===== src/rtl/wp_seq_pkg.sv =====
// Shared constants, types and the keyed-step matcher for the write-protect guard.
// Assumes the low 15 address bits identify the command locations.
package wp_seq_pkg;

    localparam int ADDR_W = 15;
    localparam int DATA_W = 8;

    localparam logic [ADDR_W-1:0] KEY_ADDR_A = 15'h5555;
    localparam logic [ADDR_W-1:0] KEY_ADDR_B = 15'h2AAA;
    localparam logic [DATA_W-1:0] KEY_D_FIRST  = 8'hAA;
    localparam logic [DATA_W-1:0] KEY_D_SECOND = 8'h55;
    localparam logic [DATA_W-1:0] KEY_D_LOCK   = 8'hA0;
    localparam logic [DATA_W-1:0] KEY_D_EXTEND = 8'h80;
    localparam logic [DATA_W-1:0] KEY_D_UNLOCK = 8'h20;

    // Tracker position inside a load phase.
    typedef enum logic [2:0] {
        TS_START, TS_S1, TS_S2, TS_S3, TS_S4, TS_S5, TS_ORD, TS_UNLK
    } trk_state_t;

    // Protect change waiting for the end of the program period.
    typedef enum logic [1:0] {
        PD_NONE, PD_SET, PD_CLR
    } pend_t;

    // True when the write matches the shared step that the state expects next.
    function automatic logic step_match(trk_state_t st,
                                        logic [ADDR_W-1:0] a,
                                        logic [DATA_W-1:0] d);
        case (st)
            TS_START, TS_S3: return (a == KEY_ADDR_A) && (d == KEY_D_FIRST);
            TS_S1,    TS_S4: return (a == KEY_ADDR_B) && (d == KEY_D_SECOND);
            default:         return 1'b0;
        endcase
    endfunction

endpackage


===== src/rtl/wp_phase_timer.sv =====
// Load-window and program-period timer.
// Each write reopens a window of LOAD_WIN edges. When the window expires, a
// busy period of PROG_CYCLES cycles follows, during which writes are refused.
// Assumes LOAD_WIN >= 1 and PROG_CYCLES >= 1.
module wp_phase_timer #(
    parameter int LOAD_WIN    = 15000,
    parameter int PROG_CYCLES = 1000000
) (
    input  logic clk,
    input  logic rst_n,
    input  logic wr_valid,
    output logic accept,
    output logic busy,
    output logic prog_end
);
    localparam int WIN_W = $clog2(LOAD_WIN + 1);
    localparam int PRG_W = $clog2(PROG_CYCLES + 1);

    logic             phase_open;
    logic [WIN_W-1:0] win_cnt;
    logic [PRG_W-1:0] prg_cnt;

    // Writes are taken only outside the program period.
    assign accept   = wr_valid & ~busy;
    // Last busy cycle: the array finishes programming on this edge.
    assign prog_end = busy && (prg_cnt == PRG_W'(PROG_CYCLES - 1));

    // Advance the window and program counters.
    always_ff @(posedge clk) begin
        if (!rst_n) begin
            phase_open <= 1'b0;
            win_cnt    <= '0;
            prg_cnt    <= '0;
            busy       <= 1'b0;
        end else if (busy) begin
            if (prog_end) begin
                busy    <= 1'b0;
                prg_cnt <= '0;
            end else begin
                prg_cnt <= prg_cnt + PRG_W'(1);
            end
        end else if (wr_valid) begin
            phase_open <= 1'b1;
            win_cnt    <= '0;
        end else if (phase_open) begin
            if (win_cnt == WIN_W'(LOAD_WIN - 1)) begin
                phase_open <= 1'b0;
                busy       <= 1'b1;
                prg_cnt    <= '0;
            end else begin
                win_cnt <= win_cnt + WIN_W'(1);
            end
        end
    end

    AST_BUSY_FOLLOWS_PHASE: assert property (@(posedge clk) disable iff (!rst_n)
        $rose(busy) |-> $past(phase_open));

endmodule


===== src/rtl/wp_cmd_tracker.sv =====
// Keyed command tracker. It walks the lock and unlock sequences from the first
// write of each load phase and gives a commit/discard decision for each
// accepted write. Assumes prog_end and accept never coincide.
module wp_cmd_tracker
    import wp_seq_pkg::*;
(
    input  logic              clk,
    input  logic              rst_n,
    input  logic              accept,
    input  logic [ADDR_W-1:0] addr,
    input  logic [DATA_W-1:0] data,
    input  logic              prog_end,
    input  logic              prot_on,
    output logic              dec_valid,
    output logic              dec_commit,
    output logic              req_set,
    output logic              req_clr
);
    trk_state_t state, nxt;
    logic       commit;

    // Next position and decision for the presented write.
    always_comb begin
        nxt     = state;
        commit  = 1'b0;
        req_set = 1'b0;
        req_clr = 1'b0;
        case (state)
            TS_UNLK: commit = 1'b1;
            TS_S2: begin
                if (addr == KEY_ADDR_A && data == KEY_D_LOCK) begin
                    nxt     = TS_UNLK;
                    req_set = accept;
                end else if (addr == KEY_ADDR_A && data == KEY_D_EXTEND) begin
                    nxt = TS_S3;
                end else begin
                    nxt    = TS_ORD;
                    commit = ~prot_on;
                end
            end
            TS_S5: begin
                if (addr == KEY_ADDR_A && data == KEY_D_UNLOCK) begin
                    nxt     = TS_UNLK;
                    req_clr = accept;
                end else begin
                    nxt    = TS_ORD;
                    commit = ~prot_on;
                end
            end
            TS_ORD: commit = ~prot_on;
            default: begin
                if (step_match(state, addr, data)) begin
                    nxt = trk_state_t'(state + 3'd1);
                end else begin
                    nxt    = TS_ORD;
                    commit = ~prot_on;
                end
            end
        endcase
    end

    // Register the decision and the tracker position.
    always_ff @(posedge clk) begin
        if (!rst_n) begin
            state      <= TS_START;
            dec_valid  <= 1'b0;
            dec_commit <= 1'b0;
        end else begin
            dec_valid  <= accept;
            dec_commit <= accept & commit;
            if (prog_end)    state <= TS_START;
            else if (accept) state <= nxt;
        end
    end

    AST_COMMIT_QUALIFIED: assert property (@(posedge clk) disable iff (!rst_n)
        dec_commit |-> dec_valid);
    AST_UNLOCKED_COMMITS: assert property (@(posedge clk) disable iff (!rst_n)
        (accept && state == TS_UNLK) |=> (dec_valid && dec_commit));

endmodule


===== src/rtl/wp_prot_reg.sv =====
// Protect flag and pending change. A request from the tracker is held until the
// program period ends, and then applied. Assumes the requests and prog_end are
// never active together.
module wp_prot_reg
    import wp_seq_pkg::*;
(
    input  logic clk,
    input  logic rst_n,
    input  logic req_set,
    input  logic req_clr,
    input  logic prog_end,
    output logic prot_on
);
    pend_t pend;

    // Hold the request and apply it at the end of the program period.
    always_ff @(posedge clk) begin
        if (!rst_n) begin
            prot_on <= 1'b0;
            pend    <= PD_NONE;
        end else if (prog_end) begin
            if (pend == PD_SET)      prot_on <= 1'b1;
            else if (pend == PD_CLR) prot_on <= 1'b0;
            pend <= PD_NONE;
        end else if (req_set) begin
            pend <= PD_SET;
        end else if (req_clr) begin
            pend <= PD_CLR;
        end
    end

    AST_PROT_AT_PERIOD_END: assert property (@(posedge clk) disable iff (!rst_n)
        !$stable(prot_on) |-> $past(prog_end));
    AST_RISE_NEEDS_LOCK: assert property (@(posedge clk) disable iff (!rst_n)
        $rose(prot_on) |-> $past(pend == PD_SET));
    AST_FALL_NEEDS_UNLOCK: assert property (@(posedge clk) disable iff (!rst_n)
        $fell(prot_on) |-> $past(pend == PD_CLR));

endmodule


===== src/rtl/wp_seq_guard.sv =====
// Top of the software write-protect guard: timer, tracker and protect flag.
// Assumes wr_* hold a single byte write for one cycle when wr_valid is high.
module wp_seq_guard #(
    parameter int LOAD_WIN    = 15000,
    parameter int PROG_CYCLES = 1000000
) (
    input  logic        clk,
    input  logic        rst_n,
    input  logic        wr_valid,
    input  logic [14:0] wr_addr,
    input  logic [7:0]  wr_data,
    output logic        dec_valid,
    output logic        dec_commit,
    output logic        prot_on,
    output logic        prog_busy
);
    logic accept, prog_end, req_set, req_clr;

    wp_phase_timer #(.LOAD_WIN(LOAD_WIN), .PROG_CYCLES(PROG_CYCLES)) timer_i (
        .clk(clk), .rst_n(rst_n), .wr_valid(wr_valid),
        .accept(accept), .busy(prog_busy), .prog_end(prog_end)
    );

    wp_cmd_tracker tracker_i (
        .clk(clk), .rst_n(rst_n), .accept(accept),
        .addr(wr_addr), .data(wr_data), .prog_end(prog_end), .prot_on(prot_on),
        .dec_valid(dec_valid), .dec_commit(dec_commit),
        .req_set(req_set), .req_clr(req_clr)
    );

    wp_prot_reg prot_i (
        .clk(clk), .rst_n(rst_n), .req_set(req_set), .req_clr(req_clr),
        .prog_end(prog_end), .prot_on(prot_on)
    );

    AST_BUSY_NO_DECISION: assert property (@(posedge clk) disable iff (!rst_n)
        prog_busy |=> !dec_valid);

endmodule


===== config.mk =====
export PLATFORM = sky130hd
export DESIGN_NAME = wp_seq_guard
export DESIGN_NICKNAME = d
export VERILOG_FILES = /design/src/rtl/wp_seq_pkg.sv /design/src/rtl/wp_phase_timer.sv /design/src/rtl/wp_cmd_tracker.sv /design/src/rtl/wp_prot_reg.sv /design/src/rtl/wp_seq_guard.sv
export SDC_FILE = /design/constraint.sdc
export NUM_CORES = 1
export LEC_CHECK = 0
export ABC_AREA = 1
export BUFFER_PORTS_ARGS = -buffer_cell sky130_fd_sc_hd__clkbuf_2
export CELL_PAD_IN_SITES_DETAIL_PLACEMENT = 1
export CELL_PAD_IN_SITES_GLOBAL_PLACEMENT = 2
export CORE_UTILIZATION = 34
export CTS_CLUSTER_DIAMETER = 120
export DETAILED_ROUTE_END_ITERATION = 12
export PLACE_DENSITY_LB_ADDON = 0.1
export SYNTH_ARGS = -nofsm -noshare
export SYNTH_HDL_FRONTEND = slang
export SYNTH_SLANG_ARGS = --single-unit

===== constraint.sdc =====
create_clock -name clk -period 3.6 [get_ports clk]
set_input_delay 0.9 -clock clk [delete_from_list [all_inputs] [get_ports clk]]
set_output_delay 0.9 -clock clk [all_outputs]
set_load 0.005 [all_outputs]

==> impl_metrics.json, run 1 <==
{
  "synthXorXnorAreaFrac_pct": 1.92,
  "diodes": 0,
  "crit_chain": "clkbuf_2",
  "critical-path-max-stage-delay_ns": 0.74,
  "finalHoldViolations": 0,
  "critPathMaxFanout": 13,
  "rr_endpoint": "timer_i.prg_cnt[17]$_SDFFE_PN0P_",
  "synth-edff-count": 0,
  "ctsResizeCount": 0,
  "dp_hpwl_mm": 7.02,
  "yosysTopAreaCell": "dfxtp_1",
  "fin_area_mm2": 0.00351,
  "slew_headroom_pct": 56.1,
  "antenna_found_initial": 0,
  "post_drt_wl_per_cell_um": 13.9,
  "antenna_left": 0,
  "clock_latency_ns": 0.31,
  "clock_sink_count": 44,
  "pre_cts_slack_ns": 1.24,
  "clock_path_buffers": 2,
  "setup_viol": 0,
  "worstMarginPinSlew_ns": 0.657,
  "placed_cells": 651,
  "synth_warnings": 0,
  "yosys.area_share.simple_pct": 45.8,
  "drt_iter0_drc": 78,
  "cts_max_level": 2,
  "crit_arrival_ns": 1.28,
  "netlist_area_mm2": 0.00320,
  "cpMaxStageDelayCell": "dfxtp_1",
  "multi_input_area_mm2": 0.00194,
  "cts_made_buffers": 5,
  "timing.rr.start": "timer_i.prg_cnt[0]$_SDFFE_PN0P_",
  "tritoncts": "done",
  "grt_max_degree": 29,
  "synthAdderAreaFrac_pct": 3.52,
  "overflow": 0,
  "vias": 3315,
  "initial_core_util_pct": 34.9,
  "min_period_over_period_pct": 60.5,
  "r2r_slack_ns": 1.59,
  "die_y_um": 99.0,
  "wl_mm": 9.13,
  "end_kind": "output pin",
  "gp_congestion": 0.764,
  "rows": 35,
  "grt_pass1_wl_mm": 15.7,
  "start_kind": "flop",
  "synth_nets": 556,
  "yosys-top-cells-area": "dfxtp_1 28%, nand2_1 17%, inv_1 7.9%",
  "path_buf_inv": 1,
  "maxSlewViolCount": 0,
  "crit_cells": 1,
  "postCtsSetupRepairBufs": 0,
  "fin_ws_ns": 1.42,
  "yosysUniqueCellTypes": 36,
  "cts.clk_slew.worst_paths_ns": 0.09,
  "syn_inst": 521,
  "crit_type": "reg -> out",
  "required_ns": 2.70,
  "core-area_mm2": 0.00915,
  "grt_usage_pct": 19.7,
  "synth_common_cells": "146 x nand2_1, 67 x inv_1, 56 x nor2_1",
  "maxCapViolCount": 0,
  "place_area_mm2": 0.00340,
  "grt_pass1_vias": 3298,
  "muxShareOfSynthArea_pct": 0,
  "cts_root_buf": "clkbuf_8",
  "synth.most_common_cell": "nand2_1",
  "synth_ff_type": "dfxtp_1",
  "crit_family": "flip-flops",
  "postCtsHoldBufs": 0,
  "vias_per_cell": 5.03,
  "regArea_um2": 881,
  "drive_gt1_share_pct": 13.0,
  "holdCritPathClass": "reg -> reg",
  "avgSynthCellArea_um2": 6.14,
  "finish.utilization_pct": 38.4,
  "fin_tns_setup_ns": 0,
  "ys_async_sr_fraction_pct": 0,
  "vdd_drop_max_mv": 0.160,
  "synth_compound_area_share_pct": 9.35,
  "firstDrtPassIters": 4,
  "powerDensity_mw_per_mm2": 288,
  "synth_top_family_by_area": "simple AND/OR/NAND/NOR gates",
  "instances_no_fill": 659,
  "rr_worst_depth": 9,
  "nets": 582,
  "ys_seq_area_share_pct": 27.6,
  "worstSetupStartpoint": "timer_i.busy$_SDFF_PN0_",
  "num-fill-cells": 1245,
  "fin_crit_ns": 2.18,
  "synth_top_area_share_pct": 27.6,
  "io_pins": 30,
  "max_freq_ghz": 0.459,
  "endpoint": "prog_busy",
  "ys_ff_latch": 44,
  "portBuffers": 29,
  "rsz0062_at_grt": "no",
  "p_leak_nw": 1.49,
  "die_area_mm2": 0.00979,
  "area_growth_pct": 9.90,
  "outcome": "complete, no violations",
  "drc": 0,
  "die_x_um": 99.0,
  "finalClockSkew_ns": 0.00878
}
## worst min-delay path, stage by stage (launching register included)
cell and delay (ns):
dfxtp_1 0.34, nand2_1 0.07, a21oi_1 0.06
## layout by cell type, fill, tap and decap left out, types with 5 or more instances in the layout
cell / count
dfxtp_1: 44
nand3_1: 42
clkbuf_8: 5
nor2_1: 56
ha_1: 9
inv_2: 11
nand4_1: 34
o21ai_0: 10
clkbuf_2: 29
inv_1: 67
nand2_1: 146
xor2_1: 7
a21oi_1: 36
nor3_1: 15
## where the power goes
group | internal (mW) | switching [mW]
Sequential | 0.492 | 0.00669
Combinational | 0.0337 | 0.0704
Clock | 0.210 | 0.201
## cell type report
type | instances | area share [%]
Inverter | 79 | 8.44
Timing Repair Buffer | 29 | 4.13
Clock buffer | 5 | 1.96
Tap cell | 111 | 3.95
Clock inverter | 3 | 1.32
Sequential cell | 44 | 25.1
Multi-Input combinational cell | 388 | 55.1
## layer usage
| metal | GRT usage [%] | vias to the layer above | wire, µm |
|---|---|---|---|
| li1 | - | 1738 | - |
| met1 | 27.9 | 1543 | 4750 |
| met2 | 32.1 | 27 | 4110 |
| met3 | 2.62 | 7 | 203 |
| met4 | 3.90 | 0 | 68 |
| met5 | 0 | - | 0 |
## cells by family after synthesis
group	count (synthesis)
compound gates	55
xor+xnor	7
fa+ha+maj	9
buf+inv	89
flops	44
simple gates	317
## state kept, by name (all words and copies together), names as in the netlist
signal and count:
timer_i.prg_cnt 20, timer_i.win_cnt 14, tracker_i.state 3, prot_i.pend 2
prot_i.prot_on 1, timer_i.busy 1, timer_i.phase_open 1, tracker_i.dec_commit 1
tracker_i.dec_valid 1
## worst min path at each step
stage	from	end	cells past startpoint
after floorplan	timer_i.prg_cnt[11]$_SDFFE_PN0P_	timer_i.prg_cnt[11]$_SDFFE_PN0P_	2
after global placement	timer_i.prg_cnt[11]$_SDFFE_PN0P_	timer_i.prg_cnt[11]$_SDFFE_PN0P_	2
after detailed placement	timer_i.prg_cnt[11]$_SDFFE_PN0P_	timer_i.prg_cnt[11]$_SDFFE_PN0P_	2
after CTS	timer_i.prg_cnt[11]$_SDFFE_PN0P_	timer_i.prg_cnt[11]$_SDFFE_PN0P_	2
after global routing	timer_i.prg_cnt[19]$_SDFFE_PN0P_	timer_i.prg_cnt[19]$_SDFFE_PN0P_	2
final	timer_i.prg_cnt[11]$_SDFFE_PN0P_	timer_i.prg_cnt[11]$_SDFFE_PN0P_	2
## metrics by stage
stage | hold WS, ns | total power [mW]
after floorplan | 0.453 | 0.577
after global placement | 0.467 | 0.613
after detailed placement | 0.480 | 0.615
after CTS | 0.494 | 1.03
after global routing | 0.538 | 1.06
final | 0.493 | 1.01
Power figures use the tool's default switching activity.
==> run 2, diff against run 1 <==
--- a/config.mk
+++ b/config.mk
@@ -9,7 +9,7 @@
 export BUFFER_PORTS_ARGS = -buffer_cell sky130_fd_sc_hd__clkbuf_2
 export CELL_PAD_IN_SITES_DETAIL_PLACEMENT = 1
 export CELL_PAD_IN_SITES_GLOBAL_PLACEMENT = 2
-export CORE_UTILIZATION = 34
+export CORE_UTILIZATION = 32
 export CTS_CLUSTER_DIAMETER = 120
 export DETAILED_ROUTE_END_ITERATION = 12
 export PLACE_DENSITY_LB_ADDON = 0.1
==> constraint.sdc (replaced) <==
create_clock -name clk -period 2.2 [get_ports clk]
set_input_delay 0.55 -clock clk [delete_from_list [all_inputs] [get_ports clk]]
set_output_delay 0.55 -clock clk [all_outputs]
set_load 0.005 [all_outputs]
==> run 2 against run 1 <==
Against the previous run: routed wire length is 1.5% higher; cell area is 1.9% higher; die area is 6.1% higher; clock power is 34% higher; clock-buffer cell count is 1 higher; via count is 0.33% higher; setup slack worse by 1.1 ns; critical path depth is 8 higher; non-clock buffer count is 8 higher; global-route usage hardly changed; sequential power is 63% higher; first-iteration DRC count is 18% lower.
==> impl_metrics.json, run 2 (synthesis gave the netlist of run 1 again) <==
{
  "crit_family": "simple AND/OR/NAND/NOR gates",
  "instances_no_fill": 689,
  "crit_chain": "ha_1 -> inv_2 -> nor2_8 -> nand2_4 -> nor3_4 -> a21oi_2 -> and2_1 -> nor2_1 -> nor2_1",
  "vdd_drop_max_mv": 0.227,
  "wl_met3_um": 143,
  "reg_top3": "timer_i.prg_cnt x20, timer_i.win_cnt x14, tracker_i.state x3",
  "cpMaxStageDelayCell": "dfxtp_1",
  "overflow": 0,
  "end_kind": "flop",
  "max_freq_ghz": 0.521,
  "critical-path-max-stage-delay_ns": 0.40,
  "grt_max_degree": 23,
  "slew_headroom_pct": 57.8,
  "portBuffers": 29,
  "cts_made_buffers": 5,
  "outcome": "complete, no violations",
  "worstMarginPinSlew_ns": 0.632,
  "p_sw_share_pct": 27.6,
  "gp_congestion": 0.813,
  "p_comb_share_pct": 11.8,
  "vias_per_cell": 4.83,
  "die_y_um": 102,
  "firstDrtPassIters": 4,
  "clock_power_share_pct": 35.5,
  "cts_root_buf": "clkbuf_8",
  "antenna_found_initial": 0,
  "crit_type": "reg -> reg",
  "power_frac_seq_pct": 52.8,
  "num-fill-cells": 1339,
  "placed_cells": 681,
  "dp_hpwl_mm": 7.40,
  "powerDensity_mw_per_mm2": 431,
  "clock_path_buffers": 2,
  "drive_gt1_share_pct": 14.2,
  "most-common-layout-cells": "146 x nand2_1, 67 x inv_1, 56 x nor2_1, 44 x dfxtp_1, 42 x nand3_1",
  "maxSlewViolCount": 0,
  "cpMostUsedCell": "nor2_1",
  "post_drt_wl_per_cell_um": 13.5,
  "drt_iter0_drc": 64,
  "core-area_mm2": 0.00973,
  "min_period_over_period_pct": 87.2,
  "tritoncts": "done",
  "die_x_um": 102,
  "start_kind": "flop",
  "finalHoldViolations": 0,
  "io_pins": 30,
  "fin_area_mm2": 0.00358,
  "p_leak_nw": 1.53,
  "required_ns": 2.41,
  "area_growth_pct": 11.9,
  "initial_core_util_pct": 32.9,
  "place_area_mm2": 0.00349,
  "cts_max_level": 2,
  "diodes": 0,
  "setup_viol": 0,
  "nets": 590,
  "path_buf_inv": 1,
  "grt_usage_pct": 19.7,
  "dr_wl_met2_mm": 4.55,
  "holdCritPathClass": "reg -> reg",
  "fin_tns_setup_ns": 0,
  "ctsResizeCount": 0,
  "largest_reg_flops": 20,
  "crit_arrival_ns": 2.12,
  "r2r_slack_ns": 0.28,
  "clock_latency_ns": 0.31,
  "postCtsSetupRepairBufs": 0,
  "vias": 3326,
  "maxCapViolCount": 0,
  "rsz0062_at_grt": "no",
  "wirelength_met1_mm": 4.50,
  "antenna_left": 0,
  "finalClockSkew_ns": 0.00839,
  "cellInternalPower_mw": 1.12,
  "rows": 36,
  "regMostFlops": "timer_i.prg_cnt",
  "p_sw_mw": 0.427,
  "die_area_mm2": 0.0104,
  "critPathMaxFanout": 13,
  "fin_crit_ns": 1.92,
  "wl_mm": 9.27,
  "grt_pass1_vias": 3435,
  "cts.clk_slew.worst_paths_ns": 0.09,
  "final_common_cell": "nand2_1",
  "drc": 0,
  "clock_sink_count": 44,
  "highest-signal-layer": "met4",
  "postCtsHoldBufs": 0,
  "grt_pass1_wl_mm": 16.2
}
## run 2: cell count changes in the layout (fill, tap and decap cells not counted)
cell | before | now
buf_4 | 0 | 8
clkinvlp_4 | 1 | 0
clkbuf_8 | 5 | 6
clkinv_2 | 0 | 2
inv_6 | 1 | 0
bufinv_16 | 1 | 0
## run 2: layer usage
| layer | global-route usage (%) | vias to the layer above |
|---|---|---|
| met2 | 35.6 | 18 |
| met4 | 4.29 | 0 |
| li1 | - | 1745 |
| met3 | 2.26 | 9 |
| met1 | 25.3 | 1554 |
| met5 | 0 | - |
## run 2: final cells by class
| cell class | instances | area, µm² | share of cell area (%) |
|---|---|---|---|
| clock buffer | 6 | 82.6 | 2.31 |
| clock inverter | 2 | 10.0 | 0.280 |
| inverter | 79 | 297 | 8.29 |
| multi-input combinational | 388 | 1940 | 54.1 |
| sequential | 44 | 881 | 24.6 |
| tap | 133 | 166 | 4.65 |
| timing repair buffer | 37 | 205 | 5.73 |
## run 2: final timing paths
| path | from | end | cells after the start |
|---|---|---|---|
| worst min register to register | timer_i.prg_cnt[15]$_SDFFE_PN0P_ | timer_i.prg_cnt[15]$_SDFFE_PN0P_ | 2 |
| worst max register to register | timer_i.prg_cnt[0]$_SDFFE_PN0P_ | timer_i.prg_cnt[17]$_SDFFE_PN0P_ | 9 |
| worst min-delay path | timer_i.prg_cnt[15]$_SDFFE_PN0P_ | timer_i.prg_cnt[15]$_SDFFE_PN0P_ | 2 |
| worst max-delay path | timer_i.prg_cnt[0]$_SDFFE_PN0P_ | timer_i.prg_cnt[17]$_SDFFE_PN0P_ | 9 |
## run 2: power groups by stage
stage | combinational (mW) | clock (mW) | sequential, mW
after CTS | 0.185 | 0.589 | 0.815
after global routing | 0.208 | 0.607 | 0.817
after floorplan | 0.113 | 0 | 0.832
final | 0.182 | 0.548 | 0.815
after detailed placement | 0.184 | 0 | 0.834
after global placement | 0.182 | 0 | 0.833
## run 2: metrics by stage
stage	power (mW)	worst slack, ns	hold slack, ns	utilization (%)
2_1_floorplan	0.944	0.626	0.453	-
3_3_place_gp	1.02	0.273	0.468	35.8
3_5_place_dp	1.02	0.249	0.480	35.8
4_1_cts	1.59	0.230	0.495	36.8
5_1_grt	1.63	0.0580	0.509	36.8
6_report	1.54	0.282	0.490	36.8
## run 2: worst min-delay path, stage by stage, from the launching register on
cell	delay, ns
dfxtp_1	0.33
nand2_1	0.07
a21oi_1	0.05
==> run 3, diff against run 2 <==
--- a/config.mk
+++ b/config.mk
@@ -10,7 +10,7 @@
 export CELL_PAD_IN_SITES_DETAIL_PLACEMENT = 1
 export CELL_PAD_IN_SITES_GLOBAL_PLACEMENT = 2
 export CORE_UTILIZATION = 32
-export CTS_CLUSTER_DIAMETER = 120
+export CTS_CLUSTER_DIAMETER = 100
 export DETAILED_ROUTE_END_ITERATION = 12
 export PLACE_DENSITY_LB_ADDON = 0.1
 export SYNTH_ARGS = -nofsm -noshare
==> constraint.sdc (replaced) <==
create_clock -name clk -period 2.2 [get_ports clk]
set_input_delay 0.22 -clock clk [delete_from_list [all_inputs] [get_ports clk]]
set_output_delay 0.22 -clock clk [all_outputs]
set_load 0.005 [all_outputs]
==> run 3 against run 2 <==
Against the previous run: utilization shrank 0.54 points; final cell count shrank 0.87%; clock skew grew 0.0025 ns; non-clock buffer count shrank 5; sequential share of layout area grew 0.37 points.
==> impl_metrics.json, run 3 (synthesis gave the netlist of run 1 again) <==
{
  "outcome": "complete, no violations",
  "cts_made_buffers": 5,
  "path_buf_inv": 1,
  "grt_use_met2_pct": 34.5,
  "vias_per_cell": 4.87,
  "num-fill-cells": 1336,
  "reg_top3": "timer_i.prg_cnt x20, timer_i.win_cnt x14, tracker_i.state x3",
  "postCtsSetupRepairBufs": 0,
  "maxCapViolCount": 0,
  "firstDrtPassIters": 4,
  "final_common_cell": "nand2_1",
  "rsz0062_at_grt": "no",
  "drc": 0,
  "critical-path-max-stage-delay_ns": 0.39,
  "grt_max_degree": 21,
  "tritoncts": "done",
  "fin_tns_setup_ns": 0,
  "die_x_um": 102,
  "maxSlewViolCount": 0,
  "cts_max_level": 2,
  "cts_root_buf": "clkbuf_8",
  "worstMarginPinSlew_ns": 0.645,
  "finalClockSkew_ns": 0.0108,
  "antenna_found_initial": 0,
  "finalPower_mw": 1.49,
  "start_kind": "flop",
  "most-common-layout-cells": "146 x nand2_1, 67 x inv_1, 56 x nor2_1, 44 x dfxtp_1, 42 x nand3_1",
  "rows": 36,
  "timing.hold.ws_ns": 0.267,
  "crit_family": "simple AND/OR/NAND/NOR gates",
  "cpMostUsedCell": "nor2_1",
  "overflow": 0,
  "use_met1_pct": 25.9,
  "powerDensity_mw_per_mm2": 422,
  "max_freq_ghz": 0.539,
  "p_leak_nw": 1.49,
  "crit_type": "reg -> reg",
  "end_kind": "flop",
  "grt_pass1_vias": 3354,
  "finish.utilization_pct": 36.2,
  "die_y_um": 102,
  "fin_ws_ns": 0.344,
  "area_growth_pct": 10.3,
  "holdCritPathClass": "in -> reg",
  "grt_usage_pct": 19.5,
  "drive_gt1_share_pct": 13.1,
  "wl_mm": 9.34,
  "largest_reg_flops": 20,
  "dp_hpwl_mm": 7.47,
  "pre_cts_slack_ns": 0.340,
  "cpMaxStageDelayCell": "dfxtp_1",
  "clock_sink_count": 44,
  "postCtsHoldBufs": 0,
  "vias": 3327,
  "met3_usage_pct": 2.74,
  "setup_viol": 0,
  "diodes": 0,
  "grt_pass1_wl_mm": 16.2,
  "clock_latency_ns": 0.30,
  "portBuffers": 29,
  "critPathMaxFanout": 13,
  "finalHoldViolations": 0,
  "post_drt_wl_per_cell_um": 13.7,
  "min_period_over_period_pct": 84.4,
  "initial_core_util_pct": 32.9,
  "core-area_mm2": 0.00973,
  "gp_congestion": 0.807,
  "clock_path_buffers": 2,
  "crit_chain": "ha_1 -> inv_2 -> nor2_8 -> nand2_4 -> nor3_4 -> a21oi_2 -> and2_1 -> nor2_1 -> nor2_1",
  "io_pins": 30,
  "required_ns": 2.39,
  "antenna_left": 0,
  "nets": 585,
  "crit_arrival_ns": 2.05,
  "top_usage_layer": "met2",
  "slew_headroom_pct": 56.9,
  "die_area_mm2": 0.0104,
  "fin_crit_ns": 1.86,
  "regMostFlops": "timer_i.prg_cnt",
  "drt_iter0_drc": 62,
  "cts.clk_slew.worst_paths_ns": 0.09,
  "ctsResizeCount": 0,
  "vdd_drop_max_mv": 0.199
}
[run 3: cell count changes in the layout (fill, tap and decap cells not counted)]
| cell | delta |
|---|---|
| clkbuf_1 | +1 |
| buf_4 | -5 |
| clkinv_2 | -1 |
| clkbuf_8 | -1 |
[run 3: worst paths after layout]
check | slack (ns) | cells past startpoint | end | from
max | 0.34 | 9 | timer_i.prg_cnt[17]$_SDFFE_PN0P_ | timer_i.prg_cnt[0]$_SDFFE_PN0P_
min | 0.27 | 4 | timer_i.win_cnt[13]$_SDFFE_PN0P_ | wr_valid
max reg2reg | 0.34 | 9 | timer_i.prg_cnt[17]$_SDFFE_PN0P_ | timer_i.prg_cnt[0]$_SDFFE_PN0P_
min reg2reg | 0.49 | 2 | timer_i.prg_cnt[11]$_SDFFE_PN0P_ | timer_i.prg_cnt[11]$_SDFFE_PN0P_
[run 3: layout make-up]
type / count / area [µm²] / share of cell area, %
Clock inverter: 1 / 5.00 / 0.142
Tap cell: 133 / 166 / 4.72
Multi-Input combinational cell: 388 / 1940 / 54.9
Sequential cell: 44 / 881 / 25.0
Timing Repair Buffer: 32 / 168 / 4.76
Clock buffer: 6 / 72.6 / 2.06
Inverter: 79 / 297 / 8.41
[run 3: worst min-delay path: cells and delay by family]
| kind | cells | cell delay [ns] |
|---|---|---|
| buffers and inverters | 1 | 0.14 |
| AO/OA/AOI/OAI | 1 | 0.05 |
| AND/OR/NAND/NOR | 2 | 0.11 |
[run 3: per-layer routing]
layer  vias up  share of wire [%]  routed length (µm)
met5         -                  0                   0
met2        22                 48                4450
met4         0               0.42                  39
met3         4                1.8                 166
met1      1567                 50                4690
li1       1734                  -                   -
[run 3: where the power goes]
part           switching, mW  total (mW)  internal (mW)  leakage (nW)
Combinational          0.118       0.176         0.0579          1.10
Clock                  0.279       0.496          0.217        0.0410
Sequential            0.0104       0.815          0.805         0.356
[run 3: stage by stage]
stage / instance area, µm² / cells
floorplan: 3200 / 521
global placement: 3450 / 676
detailed placement: 3450 / 676
CTS: 3530 / 683
global route: 3530 / 683
finish: 3530 / 683
